**src/rtl/dwg_pkg.sv**
```systemverilog
package dwg_pkg;
  localparam int DWG_DATA_W = 12;
  localparam int DWG_TSEL_W = 3;
  localparam int DWG_MAMP_W = 4;

  typedef enum logic [1:0] {
    WAVE_OFF   = 2'b00,
    WAVE_NOISE = 2'b01,
    WAVE_TRI_A = 2'b10,
    WAVE_TRI_B = 2'b11
  } wave_mode_e;

  typedef struct packed {
    logic [DWG_MAMP_W-1:0] mamp;
    wave_mode_e            wave;
    logic [DWG_TSEL_W-1:0] tsel;
    logic                  tgate;
    logic                  cal;
    logic                  on;
  } ctl_word_t;

  localparam int DWG_CTL_W = $bits(ctl_word_t);
endpackage

```
**src/rtl/dwg_ctrl_regs.sv**
```systemverilog
module dwg_ctrl_regs
  import dwg_pkg::*;
(
  input  logic                 clk,
  input  logic                 rst,
  input  logic                 wr,
  input  logic [DWG_CTL_W-1:0] wdata,
  output ctl_word_t            ctl_q
);
  ctl_word_t wr_word;
  ctl_word_t ctl_nxt;

  always_comb begin
    wr_word = ctl_word_t'(wdata);
    ctl_nxt = wr_word;
    // calibration request is frozen while the channel is running
    ctl_nxt.cal = ctl_q.on ? ctl_q.cal : wr_word.cal;
  end

  always_ff @(posedge clk) begin
    if (rst) ctl_q <= '0;
    else if (wr) ctl_q <= ctl_nxt;
  end

  a_r3_cal_locked: assert property (@(posedge clk) disable iff (rst)
    ctl_q.on |=> (ctl_q.cal == $past(ctl_q.cal)));
endmodule

```
**src/rtl/dwg_trig_sel.sv**
```systemverilog
module dwg_trig_sel #(
  parameter int TSEL_W  = 3,
  localparam int NUM_EXT = (1 << TSEL_W) - 1
) (
  input  logic               clk,
  input  logic               rst,
  input  logic [NUM_EXT-1:0] ext_trig,
  input  logic               sw_trig,
  input  logic [TSEL_W-1:0]  sel,
  output logic               hit
);
  logic [NUM_EXT-1:0]     ext_prev_q;
  logic [(1<<TSEL_W)-1:0] src;

  always_ff @(posedge clk) begin
    if (rst) ext_prev_q <= '0;
    else     ext_prev_q <= ext_trig;
  end

  always_comb begin
    src = {sw_trig, ext_trig & ~ext_prev_q};
    hit = src[sel];
  end

  a_r6_sw_only_when_picked: assert property (@(posedge clk) disable iff (rst)
    (sel == TSEL_W'(NUM_EXT)) |-> (hit == sw_trig));
endmodule

```
**src/rtl/dwg_wave_gen.sv**
```systemverilog
module dwg_wave_gen
  import dwg_pkg::*;
#(
  parameter int DATA_W = 12,
  parameter int MAMP_W = 4,
  parameter logic [DATA_W-1:0] SEED = 12'hACE,
  parameter logic [DATA_W-1:0] TAPS = 12'h829
) (
  input  logic              clk,
  input  logic              rst,
  input  logic              clr,
  input  logic              step,
  input  wave_mode_e        mode,
  input  logic [MAMP_W-1:0] mamp,
  output logic [DATA_W-1:0] wave_val
);
  logic [DATA_W-1:0] mask;
  logic [DATA_W-1:0] lfsr_q, lfsr_nxt;
  logic [DATA_W-1:0] tri_q, tri_nxt;
  logic              tri_up_q, tri_up_nxt;
  logic              step_noise, step_tri;

  // bit i unmasked when i <= code; codes past the top bit unmask everything
  always_comb begin
    for (int i = 0; i < DATA_W; i++) mask[i] = (i <= int'(mamp));
  end

  always_comb begin
    lfsr_nxt = {lfsr_q[DATA_W-2:0], ^(lfsr_q & TAPS)};
    if (tri_up_q) begin
      if (tri_q < mask) begin tri_nxt = tri_q + 1'b1; tri_up_nxt = 1'b1; end
      else              begin tri_nxt = tri_q - 1'b1; tri_up_nxt = 1'b0; end
    end else begin
      if (tri_q != '0)  begin tri_nxt = tri_q - 1'b1; tri_up_nxt = 1'b0; end
      else              begin tri_nxt = tri_q + 1'b1; tri_up_nxt = 1'b1; end
    end
  end

  assign step_noise = step && (mode == WAVE_NOISE);
  assign step_tri   = step && mode[1];

  always_ff @(posedge clk) begin
    if (rst || clr) begin
      lfsr_q   <= SEED;
      tri_q    <= '0;
      tri_up_q <= 1'b1;
    end else begin
      if (step_noise) lfsr_q <= lfsr_nxt;
      if (step_tri) begin
        tri_q    <= tri_nxt;
        tri_up_q <= tri_up_nxt;
      end
    end
  end

  always_comb begin
    case (mode)
      WAVE_OFF:   wave_val = '0;
      WAVE_NOISE: wave_val = lfsr_nxt & mask;
      default:    wave_val = tri_nxt;
    endcase
  end

  a_r8_lfsr_nonzero: assert property (@(posedge clk) disable iff (rst)
    lfsr_q != '0);
  a_r8_lfsr_holds: assert property (@(posedge clk) disable iff (rst)
    (!step_noise && !clr) |=> $stable(lfsr_q));
  a_r10_tri_unit_step: assert property (@(posedge clk) disable iff (rst)
    (step_tri && !clr) |=> ((tri_q == $past(tri_q) + 1'b1) || (tri_q == $past(tri_q) - 1'b1)));
endmodule

```
**src/rtl/dac_wave_chan.sv**
```systemverilog
module dac_wave_chan
  import dwg_pkg::*;
#(
  parameter int DATA_W = DWG_DATA_W,
  parameter int TSEL_W = DWG_TSEL_W,
  parameter int MAMP_W = DWG_MAMP_W,
  parameter logic [DATA_W-1:0] SEED = 12'hACE,
  parameter logic [DATA_W-1:0] TAPS = 12'h829,
  localparam int NUM_EXT = (1 << TSEL_W) - 1
) (
  input  logic                 clk,
  input  logic                 rst,
  input  logic                 ctl_wr,
  input  logic [DWG_CTL_W-1:0] ctl_wdata,
  input  logic                 hold_wr,
  input  logic [DATA_W-1:0]    hold_data,
  input  logic [NUM_EXT-1:0]   ext_trig,
  input  logic                 sw_trig,
  output logic [DATA_W-1:0]    dout,
  output logic                 cal_active
);
  ctl_word_t         ctl_q;
  logic [DATA_W-1:0] hold_q;
  logic [DATA_W-1:0] wave_val;
  logic              trig_hit;
  logic              step;

  dwg_ctrl_regs i_regs (
    .clk(clk), .rst(rst), .wr(ctl_wr), .wdata(ctl_wdata), .ctl_q(ctl_q)
  );

  dwg_trig_sel #(.TSEL_W(TSEL_W)) i_trig (
    .clk(clk), .rst(rst), .ext_trig(ext_trig), .sw_trig(sw_trig),
    .sel(ctl_q.tsel), .hit(trig_hit)
  );

  assign step = ctl_q.on && ctl_q.tgate && trig_hit;

  dwg_wave_gen #(.DATA_W(DATA_W), .MAMP_W(MAMP_W), .SEED(SEED), .TAPS(TAPS)) i_wave (
    .clk(clk), .rst(rst), .clr(!ctl_q.on), .step(step),
    .mode(ctl_q.wave), .mamp(ctl_q.mamp), .wave_val(wave_val)
  );

  always_ff @(posedge clk) begin
    if (rst) hold_q <= '0;
    else if (hold_wr) hold_q <= hold_data;
  end

  always_ff @(posedge clk) begin
    if (rst || !ctl_q.on) dout <= '0;
    else if (!ctl_q.tgate) dout <= hold_q;
    else if (trig_hit)     dout <= hold_q + wave_val;
  end

  assign cal_active = ctl_q.cal;

  a_r4_off_zero: assert property (@(posedge clk) disable iff (rst)
    !ctl_q.on |=> (dout == '0));
  a_r5_direct_follow: assert property (@(posedge clk) disable iff (rst)
    (ctl_q.on && !ctl_q.tgate) |=> (dout == $past(hold_q)));
  a_r6_hold_untriggered: assert property (@(posedge clk) disable iff (rst)
    (ctl_q.on && ctl_q.tgate && !trig_hit) |=> $stable(dout));
endmodule

```
**config.mk**
```make
export PLATFORM = sky130hd
export DESIGN_NAME = dac_wave_chan
export DESIGN_NICKNAME = d
export VERILOG_FILES = /design/src/rtl/dwg_pkg.sv /design/src/rtl/dwg_ctrl_regs.sv /design/src/rtl/dwg_trig_sel.sv /design/src/rtl/dwg_wave_gen.sv /design/src/rtl/dac_wave_chan.sv
export SDC_FILE = /design/constraint.sdc
export NUM_CORES = 1
export LEC_CHECK = 0
export CORE_MARGIN = 5
export CORE_UTILIZATION = 39
export CTS_CLUSTER_DIAMETER = 30
export DETAILED_ROUTE_END_ITERATION = 7
export DONT_BUFFER_PORTS = 1
export MAX_ROUTING_LAYER = met4
export SYNTH_ARGS = -nofsm -noshare
export SYNTH_HDL_FRONTEND = slang
export SYNTH_SLANG_ARGS = --single-unit
```
**constraint.sdc**
```tcl
create_clock -name clk -period 6.4 [get_ports clk]
set_input_delay 0.64 -clock clk [delete_from_list [all_inputs] [get_ports clk]]
set_output_delay 0.64 -clock clk [all_outputs]
set_load 0.005 [all_outputs]
```
==> results.ini, run 1 <==
[yosys]
yosysTopAreaCellShare_pct=34.7
async_reset_ff_share_pct=0
synthMuxAreaShare_pct=9.34
synthXorXnorAreaFrac_pct=5.13
synth_top_area_cell=dfxtp_1
synth_adder_area_share_pct=9.12
ys_seq_elements=68
synth_edf_count=0
synthFlopType=dfxtp_1
synth-seq-area-share_pct=34.7
avgSynthCellArea_sq_um=8.33
synthCells=471
synth.net_count=535
netlist_area_sq_um=3930
synth_common_cells=dfxtp_1, nor2_1, nand2_1
synth_top_family_by_area=simple AND/OR/NAND/NOR gates
ys_warn_count=0
synth_area_leaders=dfxtp_1, ha_1, mux2i_1
synth_compound_area_share_pct=16.6
synthDistinctLibCells=50
yosysMostFrequentCell=dfxtp_1
yosys.area_share.simple_pct=21.4

[global_route]
grt_max_degree=34
grt_pass1_wl_um=15800
grt_pass1_vias=3162
antenna_found_initial=0
track_usage_pct=17.2
globalRouteOverflowTotal=0

[clock_network]
post-cts-setup-buffers=0
cts_tree=built
clockBufferDepth=2
h-tree-depth=3
cts-buffers-inserted=9
cts_sinks=68
cts.repair.resized=0
cts_hold_buffers=0
root_buffer=clkbuf_8
clk_latency_ns=0.34
clk_pin_slew_ns=0.08

[sta]
rsz0062_at_grt=no
worst_pin_slew_ns=1.06
worst_hold_slack_ns=0.354
timing.setup.tns_ns=0
skew_ns=0.00722
worst_slack_ns=1.11
finalSetupViolCount=0
slew_viol_final=0
fin_crit_ns=5.29
clock.fmax_mhz=189
final_hold_viol_count=0
maxSlewHeadroom_pct=28.9
post-route-period-util_pct=82.7

[min_path]
min_path_type=primary input to flop
min_path_cells=1

[power_and_ir_drop]
p_leak_nw=1.72
power.total_mw=0.881
power_density_nw_per_um2=209
peakVddDrop_mv=0.134

[run]
max_cap_violations=0

[detailed_routing]
top_layer=met4
drt_pre_antenna_iters=4
wl_met1_um=4660
wl_um=9680
drt_iter0_drc=192
dr_wl_met2_um=4380
wire_per_inst_um=16.2
wl_met3_um=506
via_per_inst=5.48
ant_nets=0
remaining_drc_errors=0
num_vias=3285

[place]
gp_congestion=0.877
dp_hpwl_um=7090
port_buffers=0
preCtsSetupSlack_ns=1.18

[cells_and_area]
drive_gt1_share_pct=6.87
nFillCells=1008
fin_util_pct=43.1
diodes=0
areaGrowthSynthToFinish_pct=7.24
layout.nets=525

[setup_path]
critPathKind=flop to flop
worstPathArrival_ns=5.56
crit_fanout=19
cp.required_ns=6.67
end_kind=flop
reg2regPathDepth=22
critPathLaunchType=flop

[die]
num_io_pins=49
die_w_um=110
rows=36
die_area_sq_um=12200
start_util_pct=40.2
fp.dieH_um=110
core_sq_um=9770

[run_status]
status=finished clean

==> flip-flops by register name (all words and copies together), names as in the netlist <==
signal             flops
i_wave.lfsr_q         12
i_trig.ext_prev_q      7
i_wave.tri_up_q        1
dout                  12
i_wave.tri_q          12
hold_q                12
i_regs.ctl_q          12
==> layer usage <==
metal / track usage [%] / vias up
met5: - / -
met4: 6.16 / 0
met3: 3.32 / 9
met2: 26.8 / 79
met1: 22.2 / 1554
li1: - / 1643
==> worst max-delay path, stage by stage, from the launching register on <==
cell and delay [ns]:
dfxtp_1 0.38, or2_2 0.37, nor3_1 0.33, ha_1 0.31, a211oi_1 0.27, nor2_1 0.09
nor3_1 0.16, o21ai_0 0.22, o41ai_4 0.25, nor2_1 0.14, a21oi_1 0.26, xor2_1 0.17
o22ai_1 0.09, ha_1 0.33, o21ai_0 0.23, o21bai_1 0.09, a21o_1 0.21, a31oi_1 0.23
o21ai_0 0.18, a31oi_1 0.24, xor2_1 0.18, mux2_2 0.34, o21ai_0 0.14
==> final timing paths <==
check / startpoint / endpoint / slack, ns
worst max-delay path: i_regs.ctl_q[10] / dout[11] / 1.11
worst min-delay path: rst / i_trig.ext_prev_q[4] / 0.35
worst max register to register: i_regs.ctl_q[10] / dout[11] / 1.11
worst min register to register: i_wave.lfsr_q[4] / i_wave.lfsr_q[4] / 0.48
==> cell type report <==
class	instances	area, sq um	area share [%]
clock buffers	12	145	3.45
clock inverters	4	48.8	1.16
inverters	12	45.0	1.07
repair buffers	3	22.5	0.535
multi-input cells	367	2420	57.5
flip-flops and latches	68	1360	32.3
well taps	133	166	3.95
==> stage by stage <==
step / instance area [sq um] / std cells
after detailed placement: 4020 / 583
after CTS: 4210 / 599
after global placement: 4020 / 583
final: 4210 / 599
after global routing: 4210 / 599
after floorplan: 3930 / 471
==> placed cells by master (no fill, tap or decap), types with 12 or more instances in the layout <==
cell,count
ha_1,27
nor2_1,60
nand2_1,47
a211oi_1,12
or3_1,12
nand3_1,15
a21oi_1,36
mux2i_1,31
xor2_1,12
dfxtp_1,68
o21ai_0,30
==> logic make-up (layout without fill, tap and decap cells) <==
family,Yosys count,in the layout
buffers and inverters,36,31
AOI/OAI and AO/OA,104,104
muxes,35,35
and+or+nand+nor,177,177
DFF,68,68
xor gates and xnor gates,23,23
adders and majority gates,28,28
==> power breakdown <==
| part | switching [mW] | internal (mW) | leakage (nW) |
|---|---|---|---|
| Clock | 0.167 | 0.191 | 0.100 |
| Combinational | 0.0408 | 0.0326 | 1.07 |
| Sequential | 0.0151 | 0.436 | 0.555 |
Power figures use the tool's default switching activity.
==> run 2: changes to the inputs <==
Settings changed: ABC_AREA from default to 1.
Clock period 6.4 ns to 4.35 ns, I/O delays scaled along.
==> run 2 against run 1 <==
Against the previous run: routed wire length up 8.9%; fmax up 30%; die area up 2.0%; largest power group unchanged; synthesized area up 2.2%; largest cell class unchanged; global-route usage up 0.46 points.
==> results.ini, run 2 <==
[setup_path]
critPathLaunchType=flop
path_buf_inv=3
cpPeakStageDelay_ns=0.36
worstPathArrival_ns=4.35
cp_common_cell=nand2_1
r2r_slack_ns=0.27
critPathSlowestCell=ha_1
critPathKind=flop to flop
crit_fanout=8
crit_family=compound AO/OA/AOI/OAI gates
cp.required_ns=4.63
end_kind=flop

[die]
core_sq_um=10200
die_area_sq_um=12400
num_io_pins=49
start_util_pct=39.4
rows=37
fp.dieH_um=111
die_w_um=111

[detailed_routing]
wl_um=10500
drt_iter0_drc=211
num_vias=3726
drt_pre_antenna_iters=5
wire_per_inst_um=14.8
ant_nets=0
remaining_drc_errors=0
via_per_inst=5.22

[global_route]
grt_max_degree=33
antenna_found_initial=0
globalRouteOverflowTotal=0
grt_pass1_wl_um=17000
grt_pass1_vias=3391
track_usage_pct=17.6

[run]
max_cap_violations=0

[sta]
worst_hold_slack_ns=0.143
timing.setup.tns_ns=0
slew_viol_final=0
skew_ns=0.0101
maxSlewHeadroom_pct=41.3
fin_crit_ns=4.08
final_hold_viol_count=0
worst_slack_ns=0.273
rsz0062_at_grt=no
post-route-period-util_pct=93.7
worst_pin_slew_ns=0.878
finalSetupViolCount=0
clock.fmax_mhz=245

[yosys]
yosysMostFrequentCell=nand2_1
ys_seq_elements=68
synth_common_cells=nand2_1, dfxtp_1, inv_1
synthDistinctLibCells=44
async_reset_ff_share_pct=0
avgSynthCellArea_sq_um=7.08
netlist_area_sq_um=4010
synth_edf_count=0
synthFlopType=dfxtp_1
synth_area_leaders=dfxtp_1, nand2_1, ha_1
synth_top_area_cell=dfxtp_1
yosysTopAreaCellShare_pct=33.9
synthCells=566
ys_warn_count=0
synth.net_count=630
synth-seq-area-share_pct=33.9

[cells_and_area]
final_common_cell=nand2_1
layout.nets=637
drive_gt1_share_pct=8.65
areaGrowthSynthToFinish_pct=9.39
diodes=0
design_area_sq_um=4390
fin_util_pct=43.1
layout_common_cells=nand2_1, dfxtp_1, inv_1, a21oi_1, nor2_1
final_cells=714

[clock_network]
cts_sinks=68
clk_latency_ns=0.35
clockBufferDepth=2
h-tree-depth=3
root_buffer=clkbuf_8
cts-buffers-inserted=9
cts_tree=built
clk_pin_slew_ns=0.08

[power_and_ir_drop]
power_density_nw_per_um2=286
p_leak_nw=1.92
power.total_mw=1.26
peakVddDrop_mv=0.205

[place]
gp_congestion=0.998
placed_area_sq_um=4110
dp_hpwl_um=7980
preCtsSetupSlack_ns=0.398
port_buffers=0
dp_cells=687

[min_path]
min_path_type=primary input to flop

[run_status]
status=finished clean

## run 2: power breakdown
part           leakage (nW)  switching [mW]  total, mW  internal [mW]
Sequential            0.556          0.0172      0.659          0.642
Clock                0.0896           0.259      0.468          0.209
Combinational          1.28          0.0824      0.130         0.0472
Total                  1.92           0.358       1.26          0.898
## run 2: cell families after synthesis
kind of cell	Yosys count	synth area share (%)
compound gates	134	19.9
xor+xnor	17	3.71
fa+ha+maj	28	8.92
buf+inv	87	8.74
flops	68	33.9
simple gates	232	24.8
## run 2: metal layers
| metal | vias to the layer above | share of wire [%] | GRT usage (%) |
|---|---|---|---|
| met5 | - | 0 | - |
| met4 | 0 | 3.6 | 8.03 |
| met3 | 22 | 5.4 | 4.95 |
| met2 | 106 | 46 | 26.8 |
| met1 | 1695 | 45 | 21.7 |
| li1 | 1903 | - | - |
## run 2: repair_timing
item | CTS | global route
hold buffers | 0 | 0
buffers inserted | 0 | 11
endpoints found under the setup margin | 0 | 5
gates resized for setup | 0 | 4
## run 2: final cells by class
class                      count  area (sq um)
clock buffer                   9           124
clock inverter                 7          52.6
fill                        1079          5800
inverter                      70           265
multi-input combinational    411          2320
sequential                    68          1360
tap                          136           170
timing repair buffer          13          97.6
## run 2: worst paths after layout
check                   startpoint              end  cells past startpoint
setup / recovery  i_regs.ctl_q[10]          dout[8]                     26
hold / removal                 rst        hold_q[2]                      1
setup reg to reg  i_regs.ctl_q[10]          dout[8]                     26
hold reg to reg    i_regs.ctl_q[6]  i_regs.ctl_q[6]                      2
